`src/rtl/tdi_pkg.sv`:
```
package tdi_pkg;
  localparam int ADDR_W = 8;
  localparam int DATA_W = 16;

  localparam logic [ADDR_W-1:0] A_GLOBAL = 8'h00;
  localparam logic [ADDR_W-1:0] A_FIFO   = 8'h01;
  localparam logic [ADDR_W-1:0] A_OVF    = 8'h02;

  localparam logic [1:0] REGION_CTRL = 2'b01;
  localparam logic [1:0] REGION_STAT = 2'b10;

  localparam int GMASK_BIT = 5;
  localparam int MRISE_BIT = 4;
  localparam int MFALL_BIT = 3;
  localparam int TD_BIT    = 0;
  localparam int OVF_BIT   = 0;

  localparam logic [DATA_W-1:0] EMPTY_CODE = '1;
endpackage

```
`src/rtl/tdi_event_bank.sv`:
```
module tdi_event_bank #(
  parameter int NUM_CH = 32
) (
  input  logic              clk,
  input  logic              rst,
  input  logic [NUM_CH-1:0] td_in,
  input  logic [NUM_CH-1:0] msk_rise,
  input  logic [NUM_CH-1:0] msk_fall,
  input  logic [NUM_CH-1:0] clr_rise,
  input  logic [NUM_CH-1:0] clr_fall,
  output logic [NUM_CH-1:0] td_now,
  output logic [NUM_CH-1:0] rise_p,
  output logic [NUM_CH-1:0] fall_p
);

  logic [NUM_CH-1:0] td_q;
  logic [NUM_CH-1:0] td_prev;

  assign td_now = td_q;

  for (genvar g = 0; g < NUM_CH; g++) begin : g_ch
    logic up_edge;
    logic dn_edge;

    assign up_edge = td_q[g] & ~td_prev[g];
    assign dn_edge = ~td_q[g] & td_prev[g];

    always_ff @(posedge clk) begin
      if (rst) begin
        td_q[g]    <= 1'b0;
        td_prev[g] <= 1'b0;
        rise_p[g]  <= 1'b0;
        fall_p[g]  <= 1'b0;
      end else begin
        td_q[g]    <= td_in[g];
        td_prev[g] <= td_q[g];
        // a new edge wins over a grant in the same cycle
        rise_p[g]  <= (rise_p[g] & ~clr_rise[g]) | (up_edge & ~msk_rise[g]);
        fall_p[g]  <= (fall_p[g] & ~clr_fall[g]) | (dn_edge & ~msk_fall[g]);
      end
    end

    AST_RISE_HELD: assert property (@(posedge clk) disable iff (rst)
      rise_p[g] && !clr_rise[g] |=> rise_p[g]);
    AST_FALL_HELD: assert property (@(posedge clk) disable iff (rst)
      fall_p[g] && !clr_fall[g] |=> fall_p[g]);
    AST_MASKED_RISE: assert property (@(posedge clk) disable iff (rst)
      !rise_p[g] && msk_rise[g] |=> !rise_p[g]);
    AST_MASKED_FALL: assert property (@(posedge clk) disable iff (rst)
      !fall_p[g] && msk_fall[g] |=> !fall_p[g]);
  end

endmodule

```
`src/rtl/tdi_arbiter.sv`:
```
module tdi_arbiter #(
  parameter int NUM_CH = 32,
  localparam int CH_W = (NUM_CH > 1) ? $clog2(NUM_CH) : 1
) (
  input  logic              clk,
  input  logic              rst,
  input  logic [NUM_CH-1:0] rise_p,
  input  logic [NUM_CH-1:0] fall_p,
  output logic              gnt_valid,
  output logic [CH_W-1:0]   gnt_ch,
  output logic [NUM_CH-1:0] clr_rise,
  output logic [NUM_CH-1:0] clr_fall
);

  logic [NUM_CH-1:0] any_p;
  assign any_p = rise_p | fall_p;

  // lowest channel number wins
  always_comb begin
    gnt_valid = 1'b0;
    gnt_ch    = '0;
    for (int i = NUM_CH - 1; i >= 0; i--) begin
      if (any_p[i]) begin
        gnt_valid = 1'b1;
        gnt_ch    = CH_W'(i);
      end
    end
  end

  // one bit consumed per grant; rising edge served before falling
  always_comb begin
    clr_rise = '0;
    clr_fall = '0;
    if (gnt_valid) begin
      if (rise_p[gnt_ch]) clr_rise[gnt_ch] = 1'b1;
      else                clr_fall[gnt_ch] = 1'b1;
    end
  end

  AST_GRANT_SERVES_PENDING: assert property (@(posedge clk) disable iff (rst)
    (any_p != '0) |-> gnt_valid);
  AST_SINGLE_CLEAR: assert property (@(posedge clk) disable iff (rst)
    $countones({clr_rise, clr_fall}) <= 1);

endmodule

```
`src/rtl/tdi_fifo.sv`:
```
module tdi_fifo #(
  parameter int WIDTH = 5,
  parameter int DEPTH = 32,
  localparam int AW = (DEPTH > 1) ? $clog2(DEPTH) : 1,
  localparam int CW = AW + 1
) (
  input  logic             clk,
  input  logic             rst,
  input  logic             push,
  input  logic [WIDTH-1:0] din,
  input  logic             pop,
  output logic [WIDTH-1:0] dout,
  output logic             full,
  output logic             empty
);

  localparam logic [CW-1:0] DEPTH_C = CW'(DEPTH);

  logic [WIDTH-1:0] mem [DEPTH];
  logic [AW-1:0]    wr_ptr;
  logic [AW-1:0]    rd_ptr;
  logic [CW-1:0]    count;

  assign full  = (count == DEPTH_C);
  assign empty = (count == '0);

  // storage without reset so it maps onto block RAM
  always_ff @(posedge clk) begin
    if (push) mem[wr_ptr] <= din;
  end

  always_ff @(posedge clk) begin
    if (pop) dout <= mem[rd_ptr];
  end

  always_ff @(posedge clk) begin
    if (rst) begin
      wr_ptr <= '0;
      rd_ptr <= '0;
      count  <= '0;
    end else begin
      if (push) wr_ptr <= (wr_ptr == AW'(DEPTH - 1)) ? '0 : wr_ptr + 1'b1;
      if (pop)  rd_ptr <= (rd_ptr == AW'(DEPTH - 1)) ? '0 : rd_ptr + 1'b1;
      case ({push, pop})
        2'b10:   count <= count + 1'b1;
        2'b01:   count <= count - 1'b1;
        default: count <= count;
      endcase
    end
  end

  AST_NO_OVERFLOW: assert property (@(posedge clk) disable iff (rst)
    push |-> !full);
  AST_NO_UNDERFLOW: assert property (@(posedge clk) disable iff (rst)
    pop |-> !empty);
  AST_COUNT_BOUND: assert property (@(posedge clk) disable iff (rst)
    count <= DEPTH_C);

endmodule

```
`src/rtl/tdi_irq_gen.sv`:
```
module tdi_irq_gen (
  input  logic clk,
  input  logic rst,
  input  logic have_entry,
  input  logic gmask,
  input  logic pop,
  output logic irq_n
);

  // a removing read forces one high clock before the next fall
  always_ff @(posedge clk) begin
    if (rst)      irq_n <= 1'b1;
    else if (pop) irq_n <= 1'b1;
    else          irq_n <= ~(have_entry & ~gmask);
  end

  AST_IRQ_GAP: assert property (@(posedge clk) disable iff (rst)
    pop |=> irq_n);
  AST_GMASK_QUIET: assert property (@(posedge clk) disable iff (rst)
    gmask |=> irq_n);
  AST_IRQ_REFIRE: assert property (@(posedge clk) disable iff (rst)
    have_entry && !gmask && !pop |=> !irq_n);

endmodule

```
`src/rtl/tdi_irq_fifo_ctrl.sv`:
```
module tdi_irq_fifo_ctrl
  import tdi_pkg::*;
#(
  parameter int NUM_CH     = 32,
  parameter int FIFO_DEPTH = 32
) (
  input  logic              clk,
  input  logic              rst,
  input  logic [NUM_CH-1:0] td_in,
  input  logic              host_wr,
  input  logic              host_rd,
  input  logic [ADDR_W-1:0] host_addr,
  input  logic [DATA_W-1:0] host_wdata,
  output logic [DATA_W-1:0] host_rdata,
  output logic              host_rvalid,
  output logic              irq_n
);

  localparam int CH_W = (NUM_CH > 1) ? $clog2(NUM_CH) : 1;
  localparam int OFS_W = ADDR_W - 2;

  // ---------------- address decode ----------------
  logic [1:0]       region;
  logic [OFS_W-1:0] offs;
  logic [CH_W-1:0]  idx;
  logic             idx_ok;
  logic             sel_glob, sel_fifo, sel_ovf, ctrl_hit, stat_hit;

  assign region   = host_addr[ADDR_W-1 -: 2];
  assign offs     = host_addr[OFS_W-1:0];
  assign idx      = offs[CH_W-1:0];
  assign idx_ok   = int'(offs) < NUM_CH;
  assign sel_glob = (host_addr == A_GLOBAL);
  assign sel_fifo = (host_addr == A_FIFO);
  assign sel_ovf  = (host_addr == A_OVF);
  assign ctrl_hit = (region == REGION_CTRL) && idx_ok;
  assign stat_hit = (region == REGION_STAT) && idx_ok;

  // ---------------- control state ----------------
  logic              gmask;
  logic [NUM_CH-1:0] msk_rise;
  logic [NUM_CH-1:0] msk_fall;
  logic              ovf_q;
  logic              ovf_set;
  logic              ovf_clr;

  always_ff @(posedge clk) begin
    if (rst) begin
      gmask    <= 1'b0;
      msk_rise <= '0;
      msk_fall <= '0;
    end else if (host_wr) begin
      if (sel_glob) gmask <= host_wdata[GMASK_BIT];
      if (ctrl_hit) begin
        msk_rise[idx] <= host_wdata[MRISE_BIT];
        msk_fall[idx] <= host_wdata[MFALL_BIT];
      end
    end
  end

  assign ovf_clr = host_wr && sel_ovf && host_wdata[OVF_BIT];

  always_ff @(posedge clk) begin
    if (rst)          ovf_q <= 1'b0;
    else if (ovf_set) ovf_q <= 1'b1;
    else if (ovf_clr) ovf_q <= 1'b0;
  end

  // ---------------- event path ----------------
  logic [NUM_CH-1:0] td_now, rise_p, fall_p, clr_rise, clr_fall;
  logic              gnt_valid;
  logic [CH_W-1:0]   gnt_ch;

  tdi_event_bank #(.NUM_CH(NUM_CH)) u_events (
    .clk      (clk),
    .rst      (rst),
    .td_in    (td_in),
    .msk_rise (msk_rise),
    .msk_fall (msk_fall),
    .clr_rise (clr_rise),
    .clr_fall (clr_fall),
    .td_now   (td_now),
    .rise_p   (rise_p),
    .fall_p   (fall_p)
  );

  tdi_arbiter #(.NUM_CH(NUM_CH)) u_arb (
    .clk       (clk),
    .rst       (rst),
    .rise_p    (rise_p),
    .fall_p    (fall_p),
    .gnt_valid (gnt_valid),
    .gnt_ch    (gnt_ch),
    .clr_rise  (clr_rise),
    .clr_fall  (clr_fall)
  );

  // ---------------- queue ----------------
  logic            fifo_push, fifo_pop, fifo_full, fifo_empty;
  logic [CH_W-1:0] fifo_dout;

  assign fifo_push = gnt_valid && !fifo_full;
  assign ovf_set   = gnt_valid && fifo_full;
  assign fifo_pop  = host_rd && sel_fifo && !fifo_empty;

  tdi_fifo #(.WIDTH(CH_W), .DEPTH(FIFO_DEPTH)) u_fifo (
    .clk   (clk),
    .rst   (rst),
    .push  (fifo_push),
    .din   (gnt_ch),
    .pop   (fifo_pop),
    .dout  (fifo_dout),
    .full  (fifo_full),
    .empty (fifo_empty)
  );

  tdi_irq_gen u_irq (
    .clk        (clk),
    .rst        (rst),
    .have_entry (!fifo_empty),
    .gmask      (gmask),
    .pop        (fifo_pop),
    .irq_n      (irq_n)
  );

  // ---------------- read path ----------------
  logic [DATA_W-1:0] reg_val;
  logic [DATA_W-1:0] reg_q;
  logic              rd_from_fifo;

  always_comb begin
    reg_val = '0;
    if (sel_glob)      reg_val[GMASK_BIT] = gmask;
    else if (sel_ovf)  reg_val[OVF_BIT]   = ovf_q;
    else if (sel_fifo) reg_val            = EMPTY_CODE;
    else if (ctrl_hit) begin
      reg_val[MRISE_BIT] = msk_rise[idx];
      reg_val[MFALL_BIT] = msk_fall[idx];
    end else if (stat_hit) begin
      reg_val[TD_BIT] = td_now[idx];
    end
  end

  always_ff @(posedge clk) begin
    if (rst) begin
      host_rvalid  <= 1'b0;
      rd_from_fifo <= 1'b0;
      reg_q        <= '0;
    end else begin
      host_rvalid <= host_rd;
      if (host_rd) begin
        rd_from_fifo <= fifo_pop;
        reg_q        <= reg_val;
      end
    end
  end

  assign host_rdata = rd_from_fifo ? DATA_W'(fifo_dout) : reg_q;

  AST_IRQ_NEEDS_ENTRY: assert property (@(posedge clk) disable iff (rst)
    !irq_n |-> !fifo_empty);
  AST_OVF_STICKY: assert property (@(posedge clk) disable iff (rst)
    ovf_q && !ovf_clr |=> ovf_q);
  AST_EMPTY_READ_CODE: assert property (@(posedge clk) disable iff (rst)
    host_rd && sel_fifo && fifo_empty |=> host_rdata == EMPTY_CODE);
  AST_RVALID_FOLLOWS: assert property (@(posedge clk) disable iff (rst)
    host_rd |=> host_rvalid);
  AST_ACCESS_EXCLUSIVE: assert property (@(posedge clk) disable iff (rst)
    !(host_rd && host_wr));

endmodule

```
`config.mk`:
```
export PLATFORM = sky130hd
export DESIGN_NAME = tdi_irq_fifo_ctrl
export DESIGN_NICKNAME = d
export VERILOG_FILES = /design/src/rtl/tdi_pkg.sv /design/src/rtl/tdi_event_bank.sv /design/src/rtl/tdi_arbiter.sv /design/src/rtl/tdi_fifo.sv /design/src/rtl/tdi_irq_gen.sv /design/src/rtl/tdi_irq_fifo_ctrl.sv
export SDC_FILE = /design/constraint.sdc
export NUM_CORES = 1
export LEC_CHECK = 0
export ABC_CLOCK_PERIOD_IN_PS = 9100
export BUFFER_PORTS_ARGS = -buffer_cell sky130_fd_sc_hd__buf_2
export CAP_MARGIN = 0
export CORE_MARGIN = 3
export CORE_UTILIZATION = 65
export DETAILED_ROUTE_END_ITERATION = 10
export MAX_ROUTING_LAYER = met4
export PLACE_DENSITY = 0.8
export SYNTH_ARGS = -nofsm -noshare
export SYNTH_HDL_FRONTEND = slang
export SYNTH_SLANG_ARGS = --single-unit
```
`constraint.sdc`:
```
create_clock -name clk -period 9.1 [get_ports clk]
set_input_delay 0.91 -clock clk [delete_from_list [all_inputs] [get_ports clk]]
set_output_delay 0.91 -clock clk [all_outputs]
set_load 0.005 [all_outputs]
```
==> results.cfg <==
[run_status]
status = complete, no violations

[layout]
final_nets = 1569
antenna_cells = 0
area_delta_synth_final_pct = 10.4
fin_cells = 1859
drive_gt1_share_pct = 18.1

[logic_synthesis]
synth_edf_count = 165
postSynthAreaPerCell_sq_um = 11.4
synth_area_leaders = edfxtp_1 29%, dfxtp_1 26%, mux4_2 9.8%
synthMuxAreaShare_pct = 11.6
synth_compound_area_share_pct = 10.4
synthAdderAreaFrac_pct = 0.737
synth_xor_area_share_pct = 0.206
yosysUniqueCellTypes = 82
syn-instance-count = 1483
seq_area_frac_synth_pct = 54.9
synth_top_area_cell = edfxtp_1
netlist_area_sq_mm = 0.0170
synth_nets = 1553
async_reset_ff_share_pct = 0
synth_top_family_by_area = simple AND/OR/NAND/NOR gates
ys.flop_type = dfxtp_1
synth-simple-area-share_pct = 19.3
yosysTopAreaCellShare_pct = 29.2
ys_ff_latch = 383
ys_warn_count = 0

[sta]
max_freq_mhz = 223
skew_ps = 17.6
final.period_utilization_pct = 49.4
final-hold-violation-count = 0
worst_pin_slew_ps = 1300
grt_setup_unrepaired = no
finalSetupViolations = 0
tns_ps = 0
fin_crit_ps = 4490
relSlewSlack_pct = 10.8
slew_violations = 0

[global_route]
grt_usage_pct = 30.4
grt-ovfl-total = 0
grt_max_degree = 120
first_global_vias = 11848
grt_pass1_wl_microns = 66000
antenna_found_initial = 0

[routing]
vias = 12105
drc = 0
ant_nets = 0
wl_per_cell_microns = 22.4
wl_microns = 41600
via_per_inst = 6.51
drt_iter0_drc = 1366
dr.pass1.iters = 5

[clock_network]
cts-root-buf = clkbuf_16
cts_buffer_depth = 3
numCtsBuffers = 39
tritoncts = yes
ctsResizeCount = 0
postCtsSetupRepairBufs = 0
clkTransAtPathRegs_ps = 60
cts_htree_levels = 2
insertion_delay_ps = 530
clkSinkCount = 383
cts_hold_buf = 0

[power]
power_density_mw_per_mm2 = 223
peakVddDrop_uv = 176
leakagePower_nw = 6.25

[placement]
io_buffers = 65
gp_congestion = 0.993
dpl.cell_count = 1788
dp_hpwl_microns = 27900

[floorplan]
die_w_microns = 168
core_sq_mm = 0.0254
start_util_pct = 66.8
die_y_microns = 168
fp.dieArea_sq_mm = 0.0281
io_pins = 78
row_count = 58

[critical_path]
cpMaxStageDelayCell = a2111oi_0
r2r_setup_slack_ps = 4610
worst-setup-path-type = flip-flop to flip-flop
rr_worst_depth = 10
r2r_start = u_events.rise_p[6]
worst-path-max-fanout = 37
required_ps = 9460
crit_chain = nor2_1, nand2_1, a2111oi_0, o41a_1, nand2_4, inv_2, nand2_1, nor2_1, and4_1, a211oi_1
cp-endpoint = u_events.rise_p[31]
arrival_ps = 4850
crit_path_end_kind = flip-flop
critical_path.max_stage_delay_ps = 1010
crit_start = u_events.rise_p[6]
startpoint_type = flip-flop
timing.rr.end = u_events.rise_p[31]

[hold_path]
timing.hold.worst.class = flip-flop to flip-flop

[flow_run]
cap_violations = 0
==> worst max-delay path: cells and delay by family (launching register included) <==
kind | cells | cell delay, ps
DFF | 1 | 370
buffers and inverters | 1 | 510
and+or+nand+nor | 6 | 1850
AOI/OAI and AO/OA | 3 | 1580
==> stage by stage <==
| step | total power (W) | worst slack (ps) | instance area [sq um] | hold WS [ps] | util [%] |
|---|---|---|---|---|---|
| global route | 0.00432 | 4280 | 18700 | 454 | 73.8 |
| finish | 0.00418 | 4610 | 18700 | 435 | 73.8 |
| detailed placement | 0.00252 | 4290 | 17400 | 427 | 68.4 |
| floorplan | 0.00235 | 4930 | 17000 | 388 | - |
| CTS | 0.00418 | 4680 | 18700 | 435 | 73.8 |
| global placement | 0.00250 | 4350 | 17400 | 397 | 68.4 |
==> state kept, by name (all words and copies together) (netlist names), 5 cells and up <==
signal	count
u_fifo.mem	160
msk_fall	32
msk_rise	32
u_events.fall_p	32
u_events.rise_p	32
u_events.td_now	32
u_events.td_prev	32
u_fifo.count	6
reg_q	5
u_fifo.dout	5
u_fifo.rd_ptr	5
u_fifo.wr_ptr	5
==> cells by family after synthesis <==
| group | count (synthesis) |
|---|---|
| and+or+nand+nor | 631 |
| DFF | 383 |
| AOI/OAI and AO/OA | 240 |
| buffers and inverters | 112 |
| muxes | 103 |
| adders and majority gates | 10 |
| xor gates and xnor gates | 4 |
==> cell usage after synthesis, types with 5 or more instances <==
| master | instances |
|---|---|
| and4_1 | 5 |
| edfxtp_1 | 165 |
| a211oi_1 | 34 |
| or4_1 | 10 |
| mux2i_1 | 21 |
| buf_6 | 5 |
| a311oi_1 | 6 |
| nand4_1 | 7 |
| ha_1 | 10 |
| nand2b_1 | 9 |
| a211oi_2 | 11 |
| a311oi_2 | 10 |
| o31ai_1 | 5 |
| o21ai_0 | 26 |
| nand2_1 | 115 |
| mux2_2 | 8 |
| nand3b_1 | 5 |
| nor4_2 | 6 |
| nand3_1 | 61 |
| inv_1 | 6 |
| clkbuf_1 | 72 |
| nor3_1 | 39 |
| mux4_2 | 74 |
| a31oi_1 | 9 |
| a22oi_1 | 14 |
| a21oi_1 | 82 |
| buf_1 | 13 |
| or3_1 | 6 |
| buf_4 | 9 |
| nor2_1 | 195 |
| a21o_1 | 5 |
| nor2b_1 | 73 |
| nor4_1 | 12 |
| nor3b_1 | 64 |
| dfxtp_1 | 218 |
==> routing by layer <==
layer | vias to the layer above | routed length (microns) | GRT usage [%]
li1 | 5552 | - | -
met1 | 5951 | 16500 | 39.3
met2 | 495 | 20500 | 48.6
met3 | 107 | 2890 | 4.77
met4 | 0 | 1750 | 12.4
met5 | - | 0 | -
==> area by class of cell <==
type | instances | area, sq um
clock buffer | 51 | 1160
clock inverter | 20 | 221
fill | 1680 | 6660
inverter | 9 | 33.8
multi-input combinational | 988 | 7170
sequential | 383 | 9320
tap | 330 | 413
timing repair buffer | 78 | 429
==> power by group <==
part,total [W],internal [W],leakage [nW],switching [W]
clock,0.00168,0.00102,0.676,0.000665
combinational,0.000557,0.000161,2.29,0.000396
sequential,0.00194,0.00189,3.29,0.0000453
==> how the worst min path moves through the flow <==
| stage | to | startpoint | cells after the start | slack [ps] |
|---|---|---|---|---|
| after global placement | u_events.rise_p[0] | u_events.td_prev[0] | 1 | 400 |
| after detailed placement | u_events.rise_p[0] | u_events.td_prev[0] | 1 | 430 |
| final | u_events.rise_p[0] | u_events.td_prev[0] | 1 | 430 |
| after global routing | u_events.rise_p[0] | u_events.td_prev[0] | 1 | 450 |
| after CTS | u_events.rise_p[0] | u_events.td_prev[0] | 1 | 430 |
| after floorplan | u_events.rise_p[0] | u_events.td_prev[0] | 1 | 390 |
==> placed cells by master, fill, tap and decap left out, drive strengths merged, types with 9 or more instances in the layout <==
cell type  count
nor2         196
nor2b         73
nor3b         64
nor4          19
mux2i         21
clkinv        15
a311oi        16
a21oi         83
nand3         61
clkbuf        51
nand2b         9
or4           12
a211oi        45
nand2        116
o21ai         28
ha            10
dfxtp        218
nor3          39
buf           78
edfxtp       165
a31oi          9
mux4          74
a22oi         14
Power figures use the tool's default switching activity.
